<file path="src/rtl/pwr_seq_pkg.sv">
package pwr_seq_pkg;
  typedef enum logic [2:0] {
    ST_UV, ST_BOOT, ST_OFF, ST_WAIT5V, ST_SETTLE, ST_RUN
  } seqState_t;

  // strobes from control to datapath
  typedef struct packed {
    logic cntRun;     // count while high, clear while low
    logic useSettle;  // compare against settle limit instead of boot limit
  } seqStrobe_t;
endpackage

</file>
<file path="src/rtl/pwr_seq_dp.sv">
module pwr_seq_dp
  import pwr_seq_pkg::*;
#(
  parameter int BOOT_CYC    = 2000,
  parameter int SETTLE_CYC  = 5000,
  parameter int SYNC_STAGES = 2,
  parameter int N_ASYNC     = 3
) (
  input  logic               clk,
  input  logic               rstN,
  input  seqStrobe_t         strobe,
  input  logic [N_ASYNC-1:0] rawIn,
  output logic [N_ASYNC-1:0] syncOut,
  output logic               cntDone
);
  localparam int MAX_CYC = (BOOT_CYC > SETTLE_CYC) ? BOOT_CYC : SETTLE_CYC;
  localparam int CNT_W   = $clog2(MAX_CYC + 1);
  localparam logic [CNT_W-1:0] BOOT_LIM   = CNT_W'(BOOT_CYC - 1);
  localparam logic [CNT_W-1:0] SETTLE_LIM = CNT_W'(SETTLE_CYC - 1);

  // multi-stage synchronizer per asynchronous input
  for (genvar g = 0; g < N_ASYNC; g++) begin : g_sync
    logic [SYNC_STAGES-1:0] pipe;
    always_ff @(posedge clk or negedge rstN) begin
      if (!rstN) pipe <= '0;
      else       pipe <= {pipe[SYNC_STAGES-2:0], rawIn[g]};
    end
    assign syncOut[g] = pipe[SYNC_STAGES-1];
  end

  // shared window counter
  logic [CNT_W-1:0] cnt;
  logic [CNT_W-1:0] cntLim;

  always_ff @(posedge clk or negedge rstN) begin
    if (!rstN)               cnt <= '0;
    else if (!strobe.cntRun) cnt <= '0;
    else                     cnt <= cnt + 1'b1;
  end

  assign cntLim  = strobe.useSettle ? SETTLE_LIM : BOOT_LIM;
  assign cntDone = strobe.cntRun && (cnt == cntLim);
endmodule

</file>
<file path="src/rtl/pwr_seq_ctrl.sv">
module pwr_seq_ctrl
  import pwr_seq_pkg::*;
(
  input  logic       clk,
  input  logic       rstN,
  input  logic       vccUv,
  input  logic       enS,
  input  logic       slpS,
  input  logic       suspS,
  input  logic       main5Ok,
  input  logic       memGood,
  input  logic       cntDone,
  output seqStrobe_t strobe,
  output logic       ssHold,
  output logic       memEn,
  output logic       ttEn,
  output logic       sbyLdoEn,
  output logic       dualSwN,
  output logic       usbSwN,
  output logic       slpOut
);
  seqState_t state, nextState;
  logic inS0;   // working state while running
  logic ttOn;   // termination rail granted

  always_comb begin
    nextState = state;
    unique case (state)
      ST_UV:     nextState = ST_BOOT;
      ST_BOOT:   if (cntDone) nextState = enS ? ST_WAIT5V : ST_OFF;
      ST_OFF:    if (enS) nextState = ST_WAIT5V;
      ST_WAIT5V: if (!enS) nextState = ST_OFF;
                 else if (main5Ok) nextState = ST_SETTLE;
      ST_SETTLE: if (!enS) nextState = ST_OFF;
                 else if (!main5Ok) nextState = ST_WAIT5V;
                 else if (cntDone) nextState = ST_RUN;
      ST_RUN:    if (!enS) nextState = ST_OFF;
      default:   nextState = ST_UV;
    endcase
    if (vccUv) nextState = ST_UV;
  end

  always_ff @(posedge clk or negedge rstN) begin
    if (!rstN) begin
      state <= ST_UV;
      inS0  <= 1'b0;
      ttOn  <= 1'b0;
    end else begin
      state <= nextState;
      if (nextState != ST_RUN)         inS0 <= 1'b0;
      else if (state != ST_RUN)        inS0 <= slpS && main5Ok;
      else if (inS0 && !slpS)          inS0 <= 1'b0;
      else if (!inS0 && slpS && main5Ok) inS0 <= 1'b1;
      ttOn <= (state == ST_RUN) && (nextState == ST_RUN) && memGood;
    end
  end

  assign strobe.cntRun    = (state == ST_BOOT) || (state == ST_SETTLE);
  assign strobe.useSettle = (state == ST_SETTLE);

  always_comb begin
    ssHold   = 1'b1;
    memEn    = 1'b0;
    ttEn     = 1'b0;
    sbyLdoEn = 1'b0;
    dualSwN  = 1'b1;
    usbSwN   = 1'b1;
    slpOut   = 1'b0;
    unique case (state)
      ST_BOOT, ST_OFF, ST_WAIT5V, ST_SETTLE: sbyLdoEn = 1'b1;
      ST_RUN: begin
        ssHold = 1'b0;
        memEn  = 1'b1;
        ttEn   = ttOn;
        if (inS0) begin
          slpOut = 1'b1;
        end else begin
          sbyLdoEn = 1'b1;
          dualSwN  = 1'b0;
          usbSwN   = !suspS;
        end
      end
      default: ;
    endcase
  end
endmodule

</file>
<file path="src/rtl/pwr_seq_top.sv">
module pwr_seq_top
  import pwr_seq_pkg::*;
#(
  parameter int BOOT_CYC    = 2000,
  parameter int SETTLE_CYC  = 5000,
  parameter int SYNC_STAGES = 2
) (
  input  logic clk,
  input  logic rstN,
  input  logic vccUv,
  input  logic enIn,
  input  logic slpReqIn,
  input  logic suspIn,
  input  logic main5Ok,
  input  logic memGood,
  output logic ssHold,
  output logic memEn,
  output logic ttEn,
  output logic sbyLdoEn,
  output logic dualSwN,
  output logic usbSwN,
  output logic slpOut
);
  seqStrobe_t strobe;
  logic [2:0] syncBits;
  logic       cntDone;

  pwr_seq_dp #(
    .BOOT_CYC(BOOT_CYC), .SETTLE_CYC(SETTLE_CYC),
    .SYNC_STAGES(SYNC_STAGES), .N_ASYNC(3)
  ) i_dp (
    .clk(clk), .rstN(rstN), .strobe(strobe),
    .rawIn({suspIn, slpReqIn, enIn}),
    .syncOut(syncBits), .cntDone(cntDone)
  );

  pwr_seq_ctrl i_ctrl (
    .clk(clk), .rstN(rstN), .vccUv(vccUv),
    .enS(syncBits[0]), .slpS(syncBits[1]), .suspS(syncBits[2]),
    .main5Ok(main5Ok), .memGood(memGood), .cntDone(cntDone),
    .strobe(strobe),
    .ssHold(ssHold), .memEn(memEn), .ttEn(ttEn), .sbyLdoEn(sbyLdoEn),
    .dualSwN(dualSwN), .usbSwN(usbSwN), .slpOut(slpOut)
  );
endmodule

</file>
<file path="config.mk">
export PLATFORM = sky130hd
export DESIGN_NAME = pwr_seq_top
export DESIGN_NICKNAME = d
export VERILOG_FILES = /design/src/rtl/pwr_seq_pkg.sv /design/src/rtl/pwr_seq_dp.sv /design/src/rtl/pwr_seq_ctrl.sv /design/src/rtl/pwr_seq_top.sv
export SDC_FILE = /design/constraint.sdc
export NUM_CORES = 1
export LEC_CHECK = 0
export ABC_AREA = 1
export BUFFER_PORTS_ARGS = -buffer_cell sky130_fd_sc_hd__buf_2
export CORE_UTILIZATION = 40
export CTS_CLUSTER_DIAMETER = 50
export DETAILED_ROUTE_END_ITERATION = 8
export GPL_ROUTABILITY_DRIVEN = 1
export SLEW_MARGIN = 10
export SYNTH_ARGS = -nofsm -noshare
export SYNTH_HDL_FRONTEND = slang
export SYNTH_HIERARCHICAL = 1
export SYNTH_SLANG_ARGS = --single-unit
</file>
<file path="constraint.sdc">
create_clock -name clk -period 2.4 [get_ports clk]
set_input_delay 0.12 -clock clk [delete_from_list [all_inputs] [get_ports clk]]
set_output_delay 0.12 -clock clk [all_outputs]
set_load 0.01 [all_outputs]
</file>
==> results.sh, run 1 <==
export IMPL_max_slew_margin_pct=64.59
export IMPL_status="finished, final reports clean"
export IMPL_cts_hold_buf=5
export IMPL_cts_root_buffer="clkbuf_4"
export IMPL_clkLatencyLatePin_ns=0.31
export IMPL_grt_pass1_wl_um=4395
export IMPL_synth_area_per_cell_sq_um=7.545
export IMPL_ant_nets=0
export IMPL_rows=19
export IMPL_path_max_fanout=5
export IMPL_setup_viol=0
export IMPL_ir_worst_vdd_mv=0.3239
export IMPL_core_area_sq_um=2853
export IMPL_p_comb_share_pct=6.6
export IMPL_start_kind="register"
export IMPL_p_int_uw=603.1
export IMPL_worst_slew_pin_slew_ns=0.5312
export IMPL_vias=1110
export IMPL_syn_instance_count=166
export IMPL_start_util_pct=43.90
export IMPL_switching_share_pct=20.98
export IMPL_antenna_cells=0
export IMPL_drc=0
export IMPL_mostFrequentLayoutCell="nand2_1"
export IMPL_n_fill_cell=288
export IMPL_layout_common_cells="nand2_1 (39), nor2_1 (32), dfrtp_1 (24)"
export IMPL_die_x_um=57.96
export IMPL_finalHoldViolCount=0
export IMPL_grt_max_degree=25
export IMPL_power_total_uw=763.3
export IMPL_yosys_warnings=6
export IMPL_crit_start="i_ctrl/state[1]$_DFF_PN0_"
export IMPL_rsz0062_at_grt="false"
export IMPL_r2r_slack_ns=0.45
export IMPL_overflow=0
export IMPL_cp_required_ns=2.62
export IMPL_p_switching_uw=160.1
export IMPL_h_tree_depth=1
export IMPL_grt_total_usage_pct=17.19
export IMPL_yosys_area_share_xor_xnor_pct=0
export IMPL_hold_path_class="input pin to register"
export IMPL_first_global_vias=1058
export IMPL_finalClockSkew_ns=0.005021
export IMPL_period_share_pct=81.31
export IMPL_post_cts_buffers=0
export IMPL_synth_compound_area_share_pct=6.394
export IMPL_die_y_um=57.96
export IMPL_place_congestion=0.8913
export IMPL_crit_type="register to register"
export IMPL_ys_ff_latch=24
export IMPL_viasPerCell=5.115
export IMPL_cts_buffers=3
export IMPL_io_buffers=14
export IMPL_multi_input_area_sq_um=550.5
export IMPL_r2r_end="i_ctrl/state[1]$_DFF_PN0_"
export IMPL_fin_tns_setup_ns=0
export IMPL_power_share_clock_pct=38.0
export IMPL_powerDensity_nw_per_um2=529.5
export IMPL_drv_cap=0
export IMPL_drt_first_iter_violations=44
export IMPL_yosysSeqAreaShare_pct=47.95
export IMPL_hpwlAfterDp_um=1900
export IMPL_reg2reg_from="i_ctrl/state[1]$_DFF_PN0_"
export IMPL_antenna_found_initial=0
export IMPL_final_seq_area_sq_um=600.6
export IMPL_setup_worst_path_end="i_ctrl/state[1]$_DFF_PN0_"
export IMPL_r2r_cells=14
export IMPL_io_pins=15
export IMPL_wl_per_cell_um=11.59
export IMPL_dr_pass1_iters=4
export IMPL_cts_buffer_depth=2
export IMPL_drive_gt1_share_pct=18.82
export IMPL_dieArea_sq_um=3359
export IMPL_arrival_ns=2.17
export IMPL_synthesis_nets=175
export IMPL_power_share_sequential_pct=55.5
export IMPL_p_leak_nw=0.6690
export IMPL_syn2layout_area_growth_pct=15.08
export IMPL_maxSlewViolCount=0
export IMPL_clock_fmax_mhz=512.5
export IMPL_syn_area_sq_um=1252
export IMPL_cts_resized=0
export IMPL_routed_wirelength_um=2516
export IMPL_clock_sinks=24
export IMPL_path_clk_slew_ns=0.13
export IMPL_synth_top_family_by_area="simple AND/OR/NAND/NOR gates"
export IMPL_period_needed_ns=1.951
export IMPL_ys_types=19
export IMPL_synthMuxAreaShare_pct=0
export IMPL_end_kind="register"
export IMPL_synthSimpleGateAreaFrac_pct=36.56
export IMPL_nets=196
export IMPL_cts_tree="done"
export IMPL_synth_adder_area_share_pct=0.9990
stage by stage:
stage	hold WS (ns)	instances	cell area [sq um]	utilization, %	setup slack [ns]
after detailed placement	0.1308	208	1339	46.93	0.4816
after CTS	0.000006412	217	1441	50.53	0.4540
after floorplan	-0.1756	166	1252	-	0.5786
after global placement	0.1361	208	1339	46.93	0.5259
final	0.01368	217	1441	50.53	0.4486
after global routing	0.01587	217	1441	50.53	0.1926
cell usage after synthesis, drive strengths merged:
library cell,number,area (sq um)
nand2,43,171.4
nor2,38,162.7
dfrtp,24,600.6
inv,19,71.31
nand3,12,65.06
nor3,7,40.04
o21ai,7,35.03
a21oi,6,30.03
buf,4,30.03
nand4,3,18.77
o21a,2,15.01
ha,1,12.51
cell families after synthesis:
kind of cell / after synthesis
AO/OA/AOI/OAI: 15
buffers and inverters: 23
flip-flops: 24
adder cells (fa/ha/maj): 1
AND/OR/NAND/NOR: 103
how the worst min path moves through the flow:
stage	start	to	cells after the start
after floorplan	rstN	i_ctrl/inS0$_DFFE_PN0P_	0
after global placement	rstN	i_dp/cnt[10]$_DFF_PN0_	1
after detailed placement	rstN	i_dp/cnt[5]$_DFF_PN0_	1
after CTS	memGood	i_ctrl/ttOn$_DFF_PN0_	3
after global routing	memGood	i_ctrl/ttOn$_DFF_PN0_	3
final	memGood	i_ctrl/ttOn$_DFF_PN0_	3
worst max-delay path, stage by stage (launching register included):
cell and delay (ns):
dfrtp_1 0.45, inv_2 0.09, nand2_1 0.12, o21ai_0 0.24
inv_1 0.14, nor2_1 0.10, nand4_1 0.10, nor2_1 0.16
inv_1 0.09, nand2_1 0.07, nand3_1 0.06, nand2_1 0.06
nand2_1 0.05, nor2_1 0.08, nor2_1 0.05
routing by layer:
layer	up-vias	part of all wire (%)	routed length, um	track usage [%]
met5	-	0	0	0
met1	508	48	1211	23.84
met4	0	1.8	45	7.823
met2	33	46	1152	26.60
li1	563	-	-	-
met3	6	4.3	107	2.679
flip-flops by register name, summed over array words and instances, names as in the netlist:
| name | cells |
|---|---|
| i_ctrl/ttOn | 1 |
| i_dp/g_sync.pipe | 6 |
| i_dp/cnt | 13 |
| i_ctrl/inS0 | 1 |
| i_ctrl/state | 3 |
power by group through the flow:
stage | sequential, mW | combinational, mW | clock [mW]
2_1_floorplan | 0.429 | 0.0263 | 0
3_3_place_gp | 0.431 | 0.0431 | 0
3_5_place_dp | 0.431 | 0.0437 | 0
4_1_cts | 0.424 | 0.0500 | 0.300
5_1_grt | 0.425 | 0.0569 | 0.314
6_report | 0.424 | 0.0500 | 0.290
cell type report:
class,count,area share (%)
flip-flops and latches,24,41.67
well taps,31,2.691
inverters,19,4.948
clock buffers,3,1.563
clock inverters,1,2.083
repair buffers,20,8.854
multi-input cells,119,38.19
(Power assumes the default switching activity.)
==> run 2: changes to the inputs <==
--- a/config.mk
+++ b/config.mk
@@ -5,7 +5,7 @@
 export SDC_FILE = /design/constraint.sdc
 export NUM_CORES = 1
 export LEC_CHECK = 0
-export ABC_AREA = 1
+export ABC_AREA = 0
 export BUFFER_PORTS_ARGS = -buffer_cell sky130_fd_sc_hd__buf_2
 export CORE_UTILIZATION = 40
 export CTS_CLUSTER_DIAMETER = 50
==> constraint.sdc (replaced) <==
create_clock -name clk -period 2 [get_ports clk]
set_input_delay 0.1 -clock clk [delete_from_list [all_inputs] [get_ports clk]]
set_output_delay 0.1 -clock clk [all_outputs]
set_load 0.01 [all_outputs]
==> run 2 against run 1 <==
  * Worst setup slack got worse by 0.46 ns
  * Clock-buffer cell count rose by 1
  * Sequential share of layout area fell by 0.25 points
  * Fmax fell by 3.2%
  * Critical endpoint is now i_ctrl/inS0$_DFFE_PN0P_
  * Cell area rose by 0.61%
  * Core utilization rose by 1.6 points
  * Register-to-register slack got worse by 0.46 ns
  * Flip-flop and latch count did not move
  * Worst hold slack improved by 0.014 ns
  * The run now ends with negative setup slack left
==> results.sh, run 2 <==
export IMPL_start_util_pct=42.60
export IMPL_yosysTopAreaCellShare_pct=50.69
export IMPL_fin_cells=175
export IMPL_io_buffers=14
export IMPL_ys_types=38
export IMPL_viasPerCell=5.354
export IMPL_end_kind="register"
export IMPL_power_share_clock_pct=30.3
export IMPL_path_clk_slew_ns=0.13
export IMPL_yosys_area_top_type="dfrtp_1"
export IMPL_dieArea_sq_um=3184
export IMPL_rows=19
export IMPL_r2r_slack_ns=-0.02
export IMPL_place_congestion=0.7497
export IMPL_reg2reg_from="i_ctrl/state[2]$_DFF_PN0_"
export IMPL_cp_required_ns=2.25
export IMPL_first_global_vias=879
export IMPL_ys_async_sr_fraction_pct=100.0
export IMPL_die_y_um=56.43
export IMPL_finish_utilization_pct=52.14
export IMPL_routed_wirelength_um=2386
export IMPL_yosys_warnings=6
export IMPL_yosysSeqAreaShare_pct=50.69
export IMPL_clock_fmax_mhz=496.2
export IMPL_powerDensity_nw_per_um2=565.8
export IMPL_status="finished, violations left"
export IMPL_crit_type="register to register"
export IMPL_power_share_sequential_pct=61.7
export IMPL_cts_tree="done"
export IMPL_hpwlAfterDp_um=1738
export IMPL_rsz0062_at_grt="true"
export IMPL_drive_gt1_share_pct=27.78
export IMPL_grt_total_usage_pct=16.13
export IMPL_syn2layout_area_growth_pct=22.39
export IMPL_crit_start="i_ctrl/state[2]$_DFF_PN0_"
export IMPL_arrival_ns=2.27
export IMPL_p_int_uw=639.9
export IMPL_cts_buffer_depth=2
export IMPL_synth_area_per_cell_sq_um=10.13
export IMPL_cp_depth=8
export IMPL_period_needed_ns=2.016
export IMPL_dr_pass1_iters=4
export IMPL_setup_viol=1
export IMPL_start_kind="register"
export IMPL_drt_first_iter_violations=28
export IMPL_antenna_cells=0
export IMPL_synth_most_common_cell="dfrtp_1"
export IMPL_wl_per_cell_um=13.63
export IMPL_p_switching_uw=180.5
export IMPL_grt_pass1_wl_um=4022
export IMPL_overflow=0
export IMPL_synth_edf_count=0
export IMPL_antenna_found_initial=0
export IMPL_syn_instance_count=117
export IMPL_r2r_cells=8
export IMPL_ys_ff_latch=24
export IMPL_cts_root_buffer="clkbuf_4"
export IMPL_setup_ws_ns=-0.01552
export IMPL_synth_common_cells="dfrtp_1 (24), nor2_1 (11), nand2_1 (9)"
export IMPL_max_slew_margin_pct=64.59
export IMPL_hold_path_class="input pin to register"
export IMPL_finalClockSkew_ns=0.003081
export IMPL_ir_worst_vdd_mv=0.5079
export IMPL_critical_path_max_stage_delay_ns=0.42
export IMPL_cts_buffers=3
export IMPL_path_delay_family="compound AO/OA/AOI/OAI gates"
export IMPL_path_max_fanout=3
export IMPL_setup_worst_path_end="i_ctrl/inS0$_DFFE_PN0P_"
export IMPL_grt_max_degree=25
export IMPL_io_pins=15
export IMPL_top_register="i_dp/cnt"
export IMPL_ant_nets=0
export IMPL_finalHoldViolCount=0
export IMPL_p_comb_share_pct=8.0
export IMPL_crit_slowest_cell="dfrtp_1"
export IMPL_period_share_pct=100.8
export IMPL_dp_cells=163
export IMPL_power_total_uw=820.5
export IMPL_r2r_end="i_ctrl/inS0$_DFFE_PN0P_"
export IMPL_cp_num_buf_inv=0
export IMPL_preCtsSetupSlack_ns=-0.03253
export IMPL_violations="negative setup slack"
export IMPL_p_leak_nw=0.6295
export IMPL_nets=154
export IMPL_h_tree_depth=1
export IMPL_maxSlewViolCount=0
export IMPL_vias=937
export IMPL_drv_cap=0
export IMPL_synthesis_nets=126
export IMPL_dpl_instance_area_sq_um=1320
export IMPL_core_area_sq_um=2781
export IMPL_clock_sinks=24
export IMPL_top_regs="i_dp/cnt (13), i_dp/g_sync.pipe (6), i_ctrl/state (3)"
export IMPL_ys_flop_type="dfrtp_1"
export IMPL_largest_reg_flops=13
export IMPL_fin_area_sq_um=1450
export IMPL_die_x_um=56.43
export IMPL_switching_share_pct=22.01
export IMPL_mostFrequentLayoutCell="dfrtp_1"
export IMPL_drc=0
export IMPL_syn_area_sq_um=1185
export IMPL_worst_slew_pin_slew_ns=0.5312
export IMPL_clkLatencyLatePin_ns=0.30
export IMPL_layout_common_cells="dfrtp_1 (24), buf_2 (14), buf_4 (11)"
export IMPL_crit_chain="xnor2_1 -> nor2_2 -> nand2b_1 -> or3_4 -> a2111oi_4 -> o31ai_2 -> a221oi_2 -> o2111a_1"
export IMPL_synth_area_leaders="dfrtp_1 (51%), nor2_1 (3.5%), nand2_1 (2.9%)"
[run 2: cells by family (layout without fill, tap and decap cells)]
| kind of cell | Yosys count | in the layout | synth area share [%] |
|---|---|---|---|
| AO/OA/AOI/OAI | 26 | 26 | 15.21 |
| XOR/XNOR | 4 | 4 | 2.957 |
| adder cells (fa/ha/maj) | 1 | 1 | 1.056 |
| buffers and inverters | 14 | 41 | 6.863 |
| flip-flops | 24 | 24 | 50.69 |
| multiplexers | 1 | 1 | 0.8448 |
| AND/OR/NAND/NOR | 47 | 47 | 22.39 |
[run 2: final cells by class]
type	count	area [sq um]
fillers	274	1331
flip-flops and latches	24	600.6
multi-input cells	79	545.5
repair buffers	30	202.7
well taps	31	38.79
clock buffers	4	36.28
inverters	7	26.28
[run 2: per-stage QoR]
| step | TNS (ns) | hold slack, ns |
|---|---|---|
| finish | -0.01552 | 0.02758 |
| floorplan | -0.07949 | -0.1956 |
| detailed placement | -0.03253 | 0.1099 |
| global placement | 0 | 0.1174 |
| global route | -0.2733 | 0.02083 |
| CTS | -0.03697 | 0.01884 |
[run 2: worst min path at each step]
| stage | from | endpoint | slack, ns | depth (start not counted) |
|---|---|---|---|---|
| 2_1_floorplan | rstN | i_ctrl/inS0$_DFFE_PN0P_ | -0.20 | 0 |
| 3_3_place_gp | rstN | i_ctrl/state[1]$_DFF_PN0_ | 0.12 | 1 |
| 3_5_place_dp | rstN | i_ctrl/state[1]$_DFF_PN0_ | 0.11 | 1 |
| 4_1_cts | memGood | i_ctrl/ttOn$_DFF_PN0_ | 0.02 | 2 |
| 5_1_grt | memGood | i_ctrl/ttOn$_DFF_PN0_ | 0.02 | 2 |
| 6_report | memGood | i_ctrl/ttOn$_DFF_PN0_ | 0.03 | 2 |
[run 2: worst reg2reg max path, cell delays in order, from the launching register on]
cell and delay (ns):
dfrtp_1 0.42, xnor2_1 0.14, nor2_2 0.11, nand2b_1 0.09
or3_4 0.35, a2111oi_4 0.29, o31ai_2 0.10, a221oi_2 0.26
o2111a_1 0.22
[run 2: layer usage]
layer | up-vias | share of wire, % | track usage, %
li1 | 470 | - | -
met3 | 4 | 2.4 | 2.074
met4 | 0 | 0.67 | 4.181
met5 | - | 0 | 0
met2 | 18 | 51 | 27.23
met1 | 445 | 46 | 21.86
[run 2: timing repair]
action                     CTS  global route
hold endpoints to repair    28             0
hold buffers                 5             0
buffers inserted             0             3
gates resized for setup      2             4
pin swaps                    1             0
setup endpoints to repair    1             3
[run 2: power by group through the flow]
stage	combinational [mW]	clock, mW	sequential (mW)
floorplan	0.0308	0	0.512
global placement	0.0513	0	0.515
detailed placement	0.0529	0	0.516
CTS	0.0623	0.260	0.506
global route	0.0749	0.282	0.508
finish	0.0660	0.248	0.506
==> run 3: changes to the inputs <==
--- a/config.mk
+++ b/config.mk
@@ -7,10 +7,11 @@
 export LEC_CHECK = 0
 export ABC_AREA = 0
 export BUFFER_PORTS_ARGS = -buffer_cell sky130_fd_sc_hd__buf_2
-export CORE_UTILIZATION = 40
+export CORE_UTILIZATION = 55
 export CTS_CLUSTER_DIAMETER = 50
 export DETAILED_ROUTE_END_ITERATION = 8
 export GPL_ROUTABILITY_DRIVEN = 1
+export PLACE_DENSITY = 0.76
 export SLEW_MARGIN = 10
 export SYNTH_ARGS = -nofsm -noshare
 export SYNTH_HDL_FRONTEND = slang
==> run 3 against run 2 <==
  * The run still ends with negative setup slack left
  * Clock power hardly changed
  * Final cell count is 4.0% lower
  * Critical endpoint unchanged
  * Clock-buffer cell count unchanged
  * Die area down 26%
  * Register-to-register slack is essentially flat
==> results.sh, run 3 (synthesis gave the netlist of run 2 again) <==
export IMPL_status="finished, violations left"
export IMPL_violations="negative setup slack"
export IMPL_path_clk_slew_ns=0.12
export IMPL_antenna_found_initial=0
export IMPL_clock_sinks=24
export IMPL_ir_worst_vdd_mv=0.4180
export IMPL_viasPerCell=5.548
export IMPL_max_slew_margin_pct=65.31
export IMPL_finalClockSkew_ns=0.006734
export IMPL_hpwlAfterDp_um=1665
export IMPL_post_cts_buffers=0
export IMPL_start_util_pct=59.19
export IMPL_layout_common_cells="dfrtp_1 (24), buf_2 (14), nor2_1 (10)"
export IMPL_grt_total_usage_pct=22.01
export IMPL_finalHoldViolCount=0
export IMPL_crit_type="register to register"
export IMPL_top_register="i_dp/cnt"
export IMPL_period_share_pct=100.8
export IMPL_top_regs="i_dp/cnt (13), i_dp/g_sync.pipe (6), i_ctrl/state (3)"
export IMPL_first_global_vias=871
export IMPL_io_pins=15
export IMPL_power_total_uw=810.7
export IMPL_io_buffers=14
export IMPL_rows=16
export IMPL_cts_buffers=3
export IMPL_mostFrequentLayoutCell="dfrtp_1"
export IMPL_clock_fmax_mhz=496.1
export IMPL_die_x_um=48.42
export IMPL_path_max_fanout=4
export IMPL_end_kind="register"
export IMPL_setup_ws_ns=-0.01556
export IMPL_ant_nets=0
export IMPL_antenna_cells=0
export IMPL_overflow=0
export IMPL_cp_required_ns=2.26
export IMPL_fin_tns_setup_ns=-0.01556
export IMPL_wl_per_cell_um=13.75
export IMPL_drt_first_iter_violations=14
export IMPL_h_tree_depth=1
export IMPL_finish_utilization_pct=70.31
export IMPL_grt_pass1_wl_um=3864
export IMPL_p_leak_nw=0.6142
export IMPL_vias=932
export IMPL_routed_wirelength_um=2310
export IMPL_rsz0062_at_grt="true"
export IMPL_drc=0
export IMPL_cts_tree="done"
export IMPL_core_area_sq_um=2002
export IMPL_die_y_um=48.42
export IMPL_grt_max_degree=25
export IMPL_drive_gt1_share_pct=24.11
export IMPL_hold_ws_ns=0.03424
export IMPL_reg2reg_from="i_ctrl/state[2]$_DFF_PN0_"
export IMPL_min_from="memGood"
export IMPL_crit_start="i_ctrl/state[2]$_DFF_PN0_"
export IMPL_place_congestion=0.7953
export IMPL_dieArea_sq_um=2344
export IMPL_worst_slew_pin_slew_ns=0.5204
export IMPL_hold_path_class="input pin to register"
export IMPL_period_needed_ns=2.016
export IMPL_nets=151
export IMPL_setup_viol=1
export IMPL_powerDensity_nw_per_um2=575.9
export IMPL_arrival_ns=2.27
export IMPL_syn2layout_area_growth_pct=18.80
export IMPL_cts_root_buffer="clkbuf_4"
export IMPL_drv_cap=0
export IMPL_cts_buffer_depth=2
export IMPL_clkLatencyLatePin_ns=0.31
export IMPL_maxSlewViolCount=0
export IMPL_n_fill_cell=164
export IMPL_start_kind="register"
export IMPL_largest_reg_flops=13
export IMPL_dr_pass1_iters=6
## run 3: changes by cell type in the layout (fill, tap and decap cells not counted)
cell / previous run / this run
o31ai_2: 1 / 0
a2111oi_1: 0 / 1
nand3_1: 4 / 5
o31ai_1: 3 / 4
nand3_2: 1 / 0
a2111oi_2: 1 / 0
buf_4: 11 / 8
## run 3: final timing paths
check / endpoint / slack [ns] / depth (start not counted)
setup / recovery: i_ctrl/inS0$_DFFE_PN0P_ / -0.02 / 8
hold / removal: i_ctrl/ttOn$_DFF_PN0_ / 0.03 / 2
setup reg to reg: i_ctrl/inS0$_DFFE_PN0P_ / -0.02 / 8
hold reg to reg: i_dp/g_sync[0].pipe[1]$_DFF_PN0_ / 0.36 / 0
max in group asynchronous: i_dp/cnt[4]$_DFF_PN0_ / 1.36 / 2
min in group asynchronous: i_dp/g_sync[1].pipe[1]$_DFF_PN0_ / 0.28 / 2
## run 3: cell type report
type | count | area, sq um | area share [%]
inverters | 7 | 26.28 | 1.867
flip-flops and latches | 24 | 600.6 | 42.67
multi-input cells | 79 | 530.5 | 37.69
repair buffers | 27 | 180.2 | 12.80
clock buffers | 4 | 36.28 | 2.578
well taps | 27 | 33.78 | 2.400
## run 3: power breakdown
part / internal [mW] / switching [mW] / total, mW
clock: 0.111 / 0.134 / 0.245
combinational: 0.0270 / 0.0326 / 0.0596
sequential: 0.498 / 0.00848 / 0.506
## run 3: layer usage
metal  global-route usage (%)  wire length (um)  up-vias
met4                    9.314                21        0
li1                         -                 -      464
met2                    38.73              1199       16
met1                    26.64              1037      450
met3                    3.774                51        2
met5                        0                 0        -
## run 3: repair_timing
action	4_1_cts	5_1_grt
endpoints found under the hold margin	28	0
endpoints found under the setup margin	1	3
gates resized for setup	1	2
hold buffers	5	0
## run 3: through the flow
stage          cell area (sq um)  setup slack [ns]  cells
2_1_floorplan               1206          -0.07949    117
3_3_place_gp                1315           0.06033    159
3_5_place_dp                1315          0.007990    159
4_1_cts                     1406       -0.00004730    168
5_1_grt                     1408           -0.1565    168
6_report                    1408          -0.01556    168
## run 3: worst max-delay path, stage by stage, from the launching register on
cell	delay [ns]
dfrtp_1	0.43
xnor2_1	0.15
nor2_2	0.11
nand2b_1	0.08
or3_4	0.34
a2111oi_4	0.26
o31ai_1	0.12
a221oi_2	0.27
o2111a_1	0.22
